==> src/rtl/uart_irq_pkg.sv <==
package uart_irq_pkg;
  localparam int SRC_N  = 14;
  localparam int ADDR_W = 3;
  localparam int DATA_W = 32;

  // source positions; bit 0 is the lowest source
  localparam int SRC_RX_TRIG   = 0;
  localparam int SRC_RX_EMPTY  = 1;
  localparam int SRC_RX_FULL   = 2;
  localparam int SRC_TX_EMPTY  = 3;
  localparam int SRC_TX_FULL   = 4;
  localparam int SRC_OVERRUN   = 5;
  localparam int SRC_FRAMING   = 6;
  localparam int SRC_PARITY    = 7;
  localparam int SRC_RX_TOUT   = 8;
  localparam int SRC_MODEM     = 9;
  localparam int SRC_TX_TRIG   = 10;
  localparam int SRC_TX_NFULL  = 11;
  localparam int SRC_TX_OVFL   = 12;
  localparam int SRC_RX_BREAK  = 13;

  typedef enum logic [ADDR_W-1:0] {
    ADR_SET  = 3'd0,
    ADR_CLR  = 3'd1,
    ADR_MASK = 3'd2,
    ADR_STAT = 3'd3,
    ADR_LIVE = 3'd4
  } regAddrE;

  typedef struct packed {
    logic             setMask;
    logic             clrMask;
    logic             clrStat;
    logic [SRC_N-1:0] bits;
  } strobeT;
endpackage

==> src/rtl/uart_irq_decode.sv <==
module uart_irq_decode
  import uart_irq_pkg::*;
(
  input  logic              clk,
  input  logic              rstN,
  input  logic              wrEn,
  input  logic [ADDR_W-1:0] addr,
  input  logic [DATA_W-1:0] wrData,
  input  logic [SRC_N-1:0]  maskQ,
  input  logic [SRC_N-1:0]  statQ,
  input  logic [SRC_N-1:0]  liveIn,
  output strobeT            strb,
  output logic [DATA_W-1:0] rdData
);
  logic unusedHi;
  assign unusedHi = ^wrData[DATA_W-1:SRC_N];

  always_comb begin
    strb      = '0;
    strb.bits = wrData[SRC_N-1:0];
    if (wrEn) begin
      case (addr)
        ADR_SET:  strb.setMask = 1'b1;
        ADR_CLR:  strb.clrMask = 1'b1;
        ADR_STAT: strb.clrStat = 1'b1;
        default:  ;
      endcase
    end
  end

  always_comb begin
    case (addr)
      ADR_MASK: rdData = DATA_W'(maskQ);
      ADR_STAT: rdData = DATA_W'(statQ);
      ADR_LIVE: rdData = DATA_W'(liveIn);
      default:  rdData = '0;
    endcase
  end


  wo_readback_zero_chk: assert property (@(posedge clk) disable iff (!rstN)
    (addr == ADR_SET || addr == ADR_CLR) |-> rdData == '0);


  one_strobe_chk: assert property (@(posedge clk) disable iff (!rstN)
    $countones({strb.setMask, strb.clrMask, strb.clrStat}) <= 1);
endmodule

==> src/rtl/uart_irq_core.sv <==
module uart_irq_core
  import uart_irq_pkg::*;
(
  input  logic             clk,
  input  logic             rstN,
  input  strobeT           strb,
  input  logic [SRC_N-1:0] evtIn,
  output logic [SRC_N-1:0] maskQ,
  output logic [SRC_N-1:0] statQ,
  output logic             irqOut
);
  logic [SRC_N-1:0] maskNext;
  logic [SRC_N-1:0] statNext;
  logic [SRC_N-1:0] ackBits;

  always_comb begin
    maskNext = maskQ;
    if (strb.setMask) maskNext = maskNext | strb.bits;
    if (strb.clrMask) maskNext = maskNext & ~strb.bits;
  end

  // the event term is applied last, so it wins over an acknowledge
  assign ackBits  = strb.clrStat ? strb.bits : '0;
  assign statNext = (statQ & ~ackBits) | (evtIn & maskQ);

  always_ff @(posedge clk) begin
    if (!rstN) begin
      maskQ  <= '0;
      statQ  <= '0;
      irqOut <= 1'b0;
    end else begin
      maskQ  <= maskNext;
      statQ  <= statNext;
      irqOut <= |statNext;
    end
  end


  mask_set_chk: assert property (@(posedge clk) disable iff (!rstN)
    strb.setMask |=> ((maskQ & $past(strb.bits)) == $past(strb.bits)));


  mask_clr_chk: assert property (@(posedge clk) disable iff (!rstN)
    strb.clrMask |=> ((maskQ & $past(strb.bits)) == '0));


  gated_rise_chk: assert property (@(posedge clk) disable iff (!rstN)
    1'b1 |=> ((statQ & ~$past(statQ) & ~$past(maskQ)) == '0));


  sticky_chk: assert property (@(posedge clk) disable iff (!rstN)
    !strb.clrStat |=> ((~statQ & $past(statQ)) == '0));


  event_wins_chk: assert property (@(posedge clk) disable iff (!rstN)
    1'b1 |=> ((($past(evtIn) & $past(maskQ)) & ~statQ) == '0));


  irq_match_chk: assert property (@(posedge clk) disable iff (!rstN)
    irqOut == (|statQ));
endmodule

==> src/rtl/uart_irq_ctrl.sv <==
module uart_irq_ctrl
  import uart_irq_pkg::*;
(
  input  logic              clk,
  input  logic              rstN,
  input  logic              wrEn,
  input  logic [ADDR_W-1:0] addr,
  input  logic [DATA_W-1:0] wrData,
  input  logic [SRC_N-1:0]  srcEvt,
  output logic [DATA_W-1:0] rdData,
  output logic              irqOut
);
  strobeT           strb;
  logic [SRC_N-1:0] maskQ;
  logic [SRC_N-1:0] statQ;

  uart_irq_decode u_decode (
    .clk(clk), .rstN(rstN), .wrEn(wrEn), .addr(addr), .wrData(wrData),
    .maskQ(maskQ), .statQ(statQ), .liveIn(srcEvt),
    .strb(strb), .rdData(rdData)
  );

  uart_irq_core u_core (
    .clk(clk), .rstN(rstN), .strb(strb), .evtIn(srcEvt),
    .maskQ(maskQ), .statQ(statQ), .irqOut(irqOut)
  );
endmodule

==> config.mk <==
export PLATFORM = sky130hd
export DESIGN_NAME = uart_irq_ctrl
export DESIGN_NICKNAME = d
export VERILOG_FILES = /design/src/rtl/uart_irq_pkg.sv /design/src/rtl/uart_irq_decode.sv /design/src/rtl/uart_irq_core.sv /design/src/rtl/uart_irq_ctrl.sv
export SDC_FILE = /design/constraint.sdc
export NUM_CORES = 1
export LEC_CHECK = 0
export BUFFER_PORTS_ARGS = -buffer_cell sky130_fd_sc_hd__buf_2
export CAP_MARGIN = 10
export CELL_PAD_IN_SITES_DETAIL_PLACEMENT = 0
export CELL_PAD_IN_SITES_GLOBAL_PLACEMENT = 2
export CORE_ASPECT_RATIO = 2
export CORE_MARGIN = 3
export CORE_UTILIZATION = 24
export CTS_CLUSTER_DIAMETER = 200
export DETAILED_ROUTE_END_ITERATION = 8
export GPL_ROUTABILITY_DRIVEN = 1
export PLACE_DENSITY = 0.79
export SYNTH_ARGS = -nofsm -noshare
export SYNTH_HDL_FRONTEND = slang
export SYNTH_SLANG_ARGS = --single-unit
==> constraint.sdc <==
create_clock -name clk -period 1.6 [get_ports clk]
set_input_delay 0.08 -clock clk [delete_from_list [all_inputs] [get_ports clk]]
set_output_delay 0.08 -clock clk [all_outputs]
set_load 0.03 [all_outputs]
== Word level (Yosys, flattened, before mapping) ==
Cells that the tools add are included.
Cells by class
  equal/unequal tests: 4
  muxes and demuxes: 8
  bitwise operators: 7
  reduce and logical (&&, ||, !) cells: 2
Operator list (number)
  $and 14x14->14: 3
  $mux 14: 3
  $pmux 14 s3: 1
  $not 14->14: 2
  $or 14x14->14: 2
  $reduce_or 14->1: 1
  $eq 3x2->1 const B: 2
  $eq 3x1->1 const B: 1
  $eq 3x3->1 const B: 1
  $logic_not 3->1: 1
  $mux 1: 3
  $mux 3: 1
Word-level totals
  register bits after elaboration: 29
  input port bits: 52
  logic and storage cells: 24

== Logic depth before layout (Yosys ltp) ==
Gate-level depths: netlist of the first run.
  depth after elaboration: 8
  gate-level depth with buffers: 7

== Modules after synthesis ==
A second synthesis of the first run with hierarchy kept.
Second synthesis, totals
  cells, all modules: 208
  area, all modules: 1765.4 µm²
By module, submodules not included
  uart_irq_core: instances 1, cells each 138, area an instance 1166.1 µm², sequential area each 580.6 µm²
  uart_irq_decode: instances 1, cells each 70, area an instance 599.3 µm², sequential area each 0.0 µm²

== Worst setup path before layout of the first run ==
OpenSTA, ideal clock, no wires.
  path type: in2out
  from: input port addr[0]
  to: output port rdData[0]
  arrival: 1.260 ns
  data required time: 1.520 ns
  path slack: 0.260 ns
  stages on the path: 4
  buffers on the path: 2
  cell sequence: buf_6 -> buf_2 -> mux2i_1 -> o21ai_0
Between the ends
  longest elaborated chain between the ends: 2
  elaborated cells on any way between the ends: 4
Ends and longest elaborated chain
  start: declaration: RTL line uart_irq_ctrl.sv:7  | input logic [ADDR_W-1:0] addr,
  $eq 3x3->1 / $eq 3x2->1 (equally long branches): RTL line uart_irq_decode.sv:32  | case (addr)
  $pmux 14 s3 *: RTL line uart_irq_decode.sv:32
  end: declaration: RTL line uart_irq_ctrl.sv:10  | output logic [DATA_W-1:0] rdData,
Mark *: on every way between the ends. The rest lies on a longest branch, timed or not.

==> run summary, run 1 <==
R2R cell count: 4
CTS resizes: 0
Synth Area in Simple Gates: 16.1%
Max_slew headroom: 62.9%
FILL cells: 766
DRT Pass-1 Iters: 4
IO Port Bufs: 48
GRT Overall Usage: 13.6%
Min-Delay Path Class: in2reg
FF+latch count, synth: 29
Final WL: 5230 µm
Reg2reg end: u_core.irqOut
Pleak: 0.885 nW
Layout cells sized above 1: 27.0%
Slew Viols, Final: 0
Fin crit share: 80.2%
Area of the multi-input gates: 942 µm²
Clock Sinks: 29
IR drop worst, VDD: 0.384 mV
Post-Synth XOR/XNOR Area: 0%
Num rows: 42
Vias: 1607
Dominant cells by area after synthesis: dfxtp_1 34%, buf_4 8.9%, a21oi_1 8.6%
Synth Warn #: 0
Outcome: finished clean
Vias per inst: 4.67
Commonest cells in the netlist: 29 x a21oi_1, 29 x dfxtp_1, 27 x nand2_1, 20 x buf_4, 15 x o21ai_0
Syn Std Cell Area: 0.00168 mm²
Compound-Gate Fraction of Synth Area: 27.5%
I/O pin count: 85
Nets@finish: 307
Data required, critical path: 1750 ps
Clock slew at reported path FFs: 50 ps
H-Tree Depth: 2
Main synth FF type: dfxtp_1
Cell taking the most area after synthesis: dfxtp_1
Diode count: 0
Period minus WS final: 1280 ps
Drt initial violations: 39
Tot Pwr: 1.95 mW
Worst Setup Start Kind: register
Cts bufs inserted: 5
Post-synthesis async set-or-reset flop share: 0%
RSZ-0062 raised after global routing: no
Final Core Density: 31.1%
Die Ht: 124 µm
R2R Setup Slk: 320 ps
Largest net degree at the start of global routing: 30
Post-synth top area share: 34.5%
First-pass GRT wire length: 8410 µm
Hold Path Origin: wrData[12]
Power per Cell Area: 931 mW/mm²
Element type at the critical path end: register
Arrival @ worst endpoint: 1430 ps
Post-synthesis mux area share: 8.33%
Postcts setup bufs: 0
Max-cap violations: 0
Final setup violation count: 0
GRT overflow: 0
Crit Path Class: reg2reg
Hold_ws: 15.3 ps
CTS tree: yes
Register area share after synthesis: 34.5%
Gate Count Post-Synth: 204
GP Congestion: 0.789
Sequential cell area: 581 µm²
Worst hold stages: 2
Crit path cell chain: a222oi_1 > o21ai_0 > nor3_1 > a31oi_1
Peak per-stage delay on the critical path: 370 ps
CP max-delay cell: a222oi_1
Average wire per standard cell: 15.2 µm
Hold buffer count at CTS: 0
Die area: 0.00811 mm²
Final hold viol count: 0
Largest family of logic cells by synthesized area: compound AO/OA/AOI/OAI gates
Vias in the first global route: 1643
CP max FO: 4
Routed Antenna Nets: 0
Distinct cells, synth: 29
Clock insertion delay at the later pin of the skew report: 270 ps
Adder-cell share of the synthesized area: 0%
TNS Setup: 0 ps
Core area: 0.00673 mm²
Post-DP HPWL: 3900 µm
Syn avg cell area: 8.25 µm²
Initial core utilization: 25.0%
Post-synth EDFFs: 0
Fmax: 780 MHz
Initial antenna violation count: 0
Worst Skew: 3.93 ps
Worst slew pin tran: 556 ps
Drc violations: 0
Maximum clock path buffer count: 2
Die Wd: 65.2 µm
Root Buffer: clkbuf_16
Syn-to-layout area delta: 24.5%
==> how the worst max path moves through the flow <==
stage               startpoint             to  slack [ps]  cells past startpoint
finish                register  u_core.irqOut         320                      4
global route          register  u_core.irqOut          50                      4
CTS                    addr[1]      rdData[6]         280                      4
detailed placement     addr[2]  u_core.irqOut         230                      7
global placement       addr[2]  u_core.irqOut         250                      7
floorplan              addr[0]      rdData[0]         260                      4
==> worst max-delay path, delay by kind of cell, from the launching register on <==
kind / cells / cell delay, ps
and+or+nand+nor: 1 / 200
DFF: 1 / 340
AOI/OAI and AO/OA: 3 / 610
==> cells by family (layout without fill, tap and decap cells) <==
family / after synthesis / in the layout
other: 1 / 18
AND/OR/NAND/NOR: 50 / 50
AO/OA/AOI/OAI: 75 / 75
flip-flops: 29 / 29
buffers and inverters: 35 / 70
multiplexers: 14 / 14
==> per-stage QoR <==
| stage | cells | setup WS, ps | area, µm² |
|---|---|---|---|
| CTS | 344 | 277 | 2090 |
| detailed placement | 336 | 228 | 1960 |
| global route | 344 | 52.8 | 2090 |
| floorplan | 221 | 260 | 1750 |
| global placement | 336 | 250 | 1960 |
| finish | 344 | 318 | 2090 |
==> routing by layer <==
layer | up-vias | global-route usage, % | share of wire [%]
met5 | - | 0 | 0
met4 | 0 | 6.85 | 3.4
met3 | 15 | 3.07 | 5.7
met2 | 59 | 25.2 | 56
met1 | 730 | 13.4 | 34
li1 | 803 | - | -
==> layout by cell type (no fill, tap or decap), types with 2 or more instances in the layout <==
master	netlist	routed
nor2_1	9	9
nand2_1	27	27
clkinv_2	0	2
buf_2	2	48
buf_4	20	8
nor3_1	2	2
nand4_1	2	2
mux2i_1	14	14
conb_1	1	18
a21oi_1	29	29
a22oi_1	13	13
clkbuf_16	0	5
o21ai_0	15	15
nor2b_1	2	2
a211oi_1	14	14
inv_1	6	6
dfxtp_1	29	29
==> report_power, final <==
part / total, mW / switching (mW) / leakage [nW] / internal [mW]
clock: 0.873 / 0.305 / 0.0706 / 0.568
combinational: 0.316 / 0.216 / 0.580 / 0.101
sequential: 0.760 / 0.0154 / 0.235 / 0.744
total: 1.95 / 0.536 / 0.885 / 1.41
==> layout make-up <==
class	count	area share (%)
multi-input cells	157	45.0
clock inverters	2	0.478
flip-flops and latches	29	27.7
clock buffers	6	6.15
repair buffers	56	14.3
well taps	88	5.26
inverters	6	1.08
No activity file was read; power rests on OpenSTA's default activity.
==> run 2: changes to the inputs <==
Settings changed: CORE_UTILIZATION 24 to 22, PLACE_DENSITY 0.79 to 0.76.
Clock period 1.6 ns to 1.06 ns, I/O delays scaled along.
==> run 2 against run 1 <==
  * The run now ends with negative setup slack left
  * Largest cell class unchanged
  * Clock power increased by 56%
  * Clock-buffer cell count unchanged
  * Largest power group unchanged
  * Power up 63%
  * Core utilization grew 7.3 points
  * Worst setup slack worse by 480 ps
  * Critical path depth up 1
  * Via count increased by 14%
  * Global-route usage is 1.5 points higher
  * Non-clock buffer count is 45 higher
==> run summary, run 2 (synthesized netlist as in run 1, its figures left out) <==
Crit Path Class: reg2reg
Die Wd: 67.8 µm
Worst Skew: 3.01 ps
Initial antenna violation count: 0
Die area: 0.00880 mm²
Met3 global-route usage: 2.58%
Clock insertion delay at the later pin of the skew report: 280 ps
Post-DP HPWL: 4620 µm
GP Congestion: 0.793
CTS tree: yes
Min-Delay Path Class: in2reg
DRT Pass-1 Iters: 4
Drc violations: 0
Period minus WS final: 1230 ps
Worst Setup Start Kind: register
H-Tree Depth: 2
Largest net degree at the start of global routing: 30
Element type at the critical path end: register
I/O pin count: 85
Outcome: finished, violations left
Nets@finish: 352
Num rows: 44
GR Layer Usage met1: 15.0%
Routed Antenna Nets: 0
Power per Cell Area: 1130 mW/mm²
Final WL: 6220 µm
Average wire per standard cell: 15.8 µm
Vias in the first global route: 1889
CP max FO: 3
GRT Overall Usage: 15.1%
RSZ-0062 raised after global routing: yes
Design Area, Final: 0.00282 mm²
GR Util met2: 28.4%
Setup ws final: -166 ps
Most used routing layer in global routing: met2
Initial core utilization: 23.0%
Cts bufs inserted: 5
Die Ht: 130 µm
Diode count: 0
Maximum clock path buffer count: 2
Max-cap violations: 0
Core area: 0.00732 mm²
Root Buffer: clkbuf_16
Clock Sinks: 29
Syn-to-layout area delta: 67.4%
Clock slew at reported path FFs: 50 ps
GRT overflow: 0
Vias per inst: 4.66
Final setup violation count: 14
Fmax: 816 MHz
IR drop worst, VDD: 0.503 mV
First-pass GRT wire length: 9570 µm
Final hold viol count: 0
Placed cell area: 0.00225 mm²
Pleak: 1.18 nW
Arrival @ worst endpoint: 1380 ps
Drt initial violations: 83
Failing checks: negative setup slack
Layout cells sized above 1: 51.2%
Vias: 1832
IO Port Bufs: 48
Slew Viols, Final: 0
Most frequent cells in the layout: 31 x buf_6, 31 x buf_2, 28 x a21oi_1, 28 x buf_4, 25 x nand2_1
Fin crit share: 116%
Dpl ws: -261 ps
Data required, critical path: 1220 ps
## run 2: worst max-delay path: stages, from the launching register on
cell and delay (ps):
dfxtp_2 330, nor2b_4 120, a221oi_2 210, nand4_1 180
nor3_2 190, a31oi_1 90
## run 2: through the flow
stage          cells  utilization, %  hold WS [ps]  total power, mW  setup TNS (ps)
3_3_place_gp     369            30.8           266             1.73           -3940
4_1_cts          388            36.9          1.94             3.19           -1360
5_1_grt          393            38.5          22.5             3.33           -1720
2_1_floorplan    221               -           150             1.54           -10.1
6_report         393            38.5          5.95             3.19           -1120
3_5_place_dp     369            30.8           274             1.74           -4520
## run 2: path summary, 6_finish.rpt
check	from	to	slack [ps]	cells after the start
max	u_core.statQ[1]	u_core.irqOut	-170	5
min	wrData[8]	register	6	2
max reg2reg	u_core.statQ[1]	u_core.irqOut	-170	5
min reg2reg	u_core.statQ[0]	u_core.statQ[0]	500	2
## run 2: power breakdown
group          switching, mW  leakage (nW)  internal, mW
combinational          0.390         0.865         0.292
sequential            0.0227         0.246          1.13
clock                  0.496        0.0706         0.860
## run 2: what timing repair did
action | 4_1_cts | 5_1_grt
pin swaps | 14 | 10
cloned | 0 | 0
setup buffers | 4 | 5
hold buffers | 7 | 0
endpoints found under the hold margin | 7 | 0
endpoints found under the setup margin | 15 | 17
resized for setup | 69 | 23
## run 2: layout make-up
cell class              count  area (µm²)
flip-flops and latches     29         609
repair buffers            101         847
multi-input cells         157        1080
inverters                   6        22.5
clock inverters             2        10.0
well taps                  92         115
fillers                   748        4500
clock buffers               6         129
## run 2: metal layers
metal	vias to the layer above	share of wire, %
met1	853	36
met4	0	3.2
met3	14	4.8
met5	-	0
met2	65	56
li1	900	-
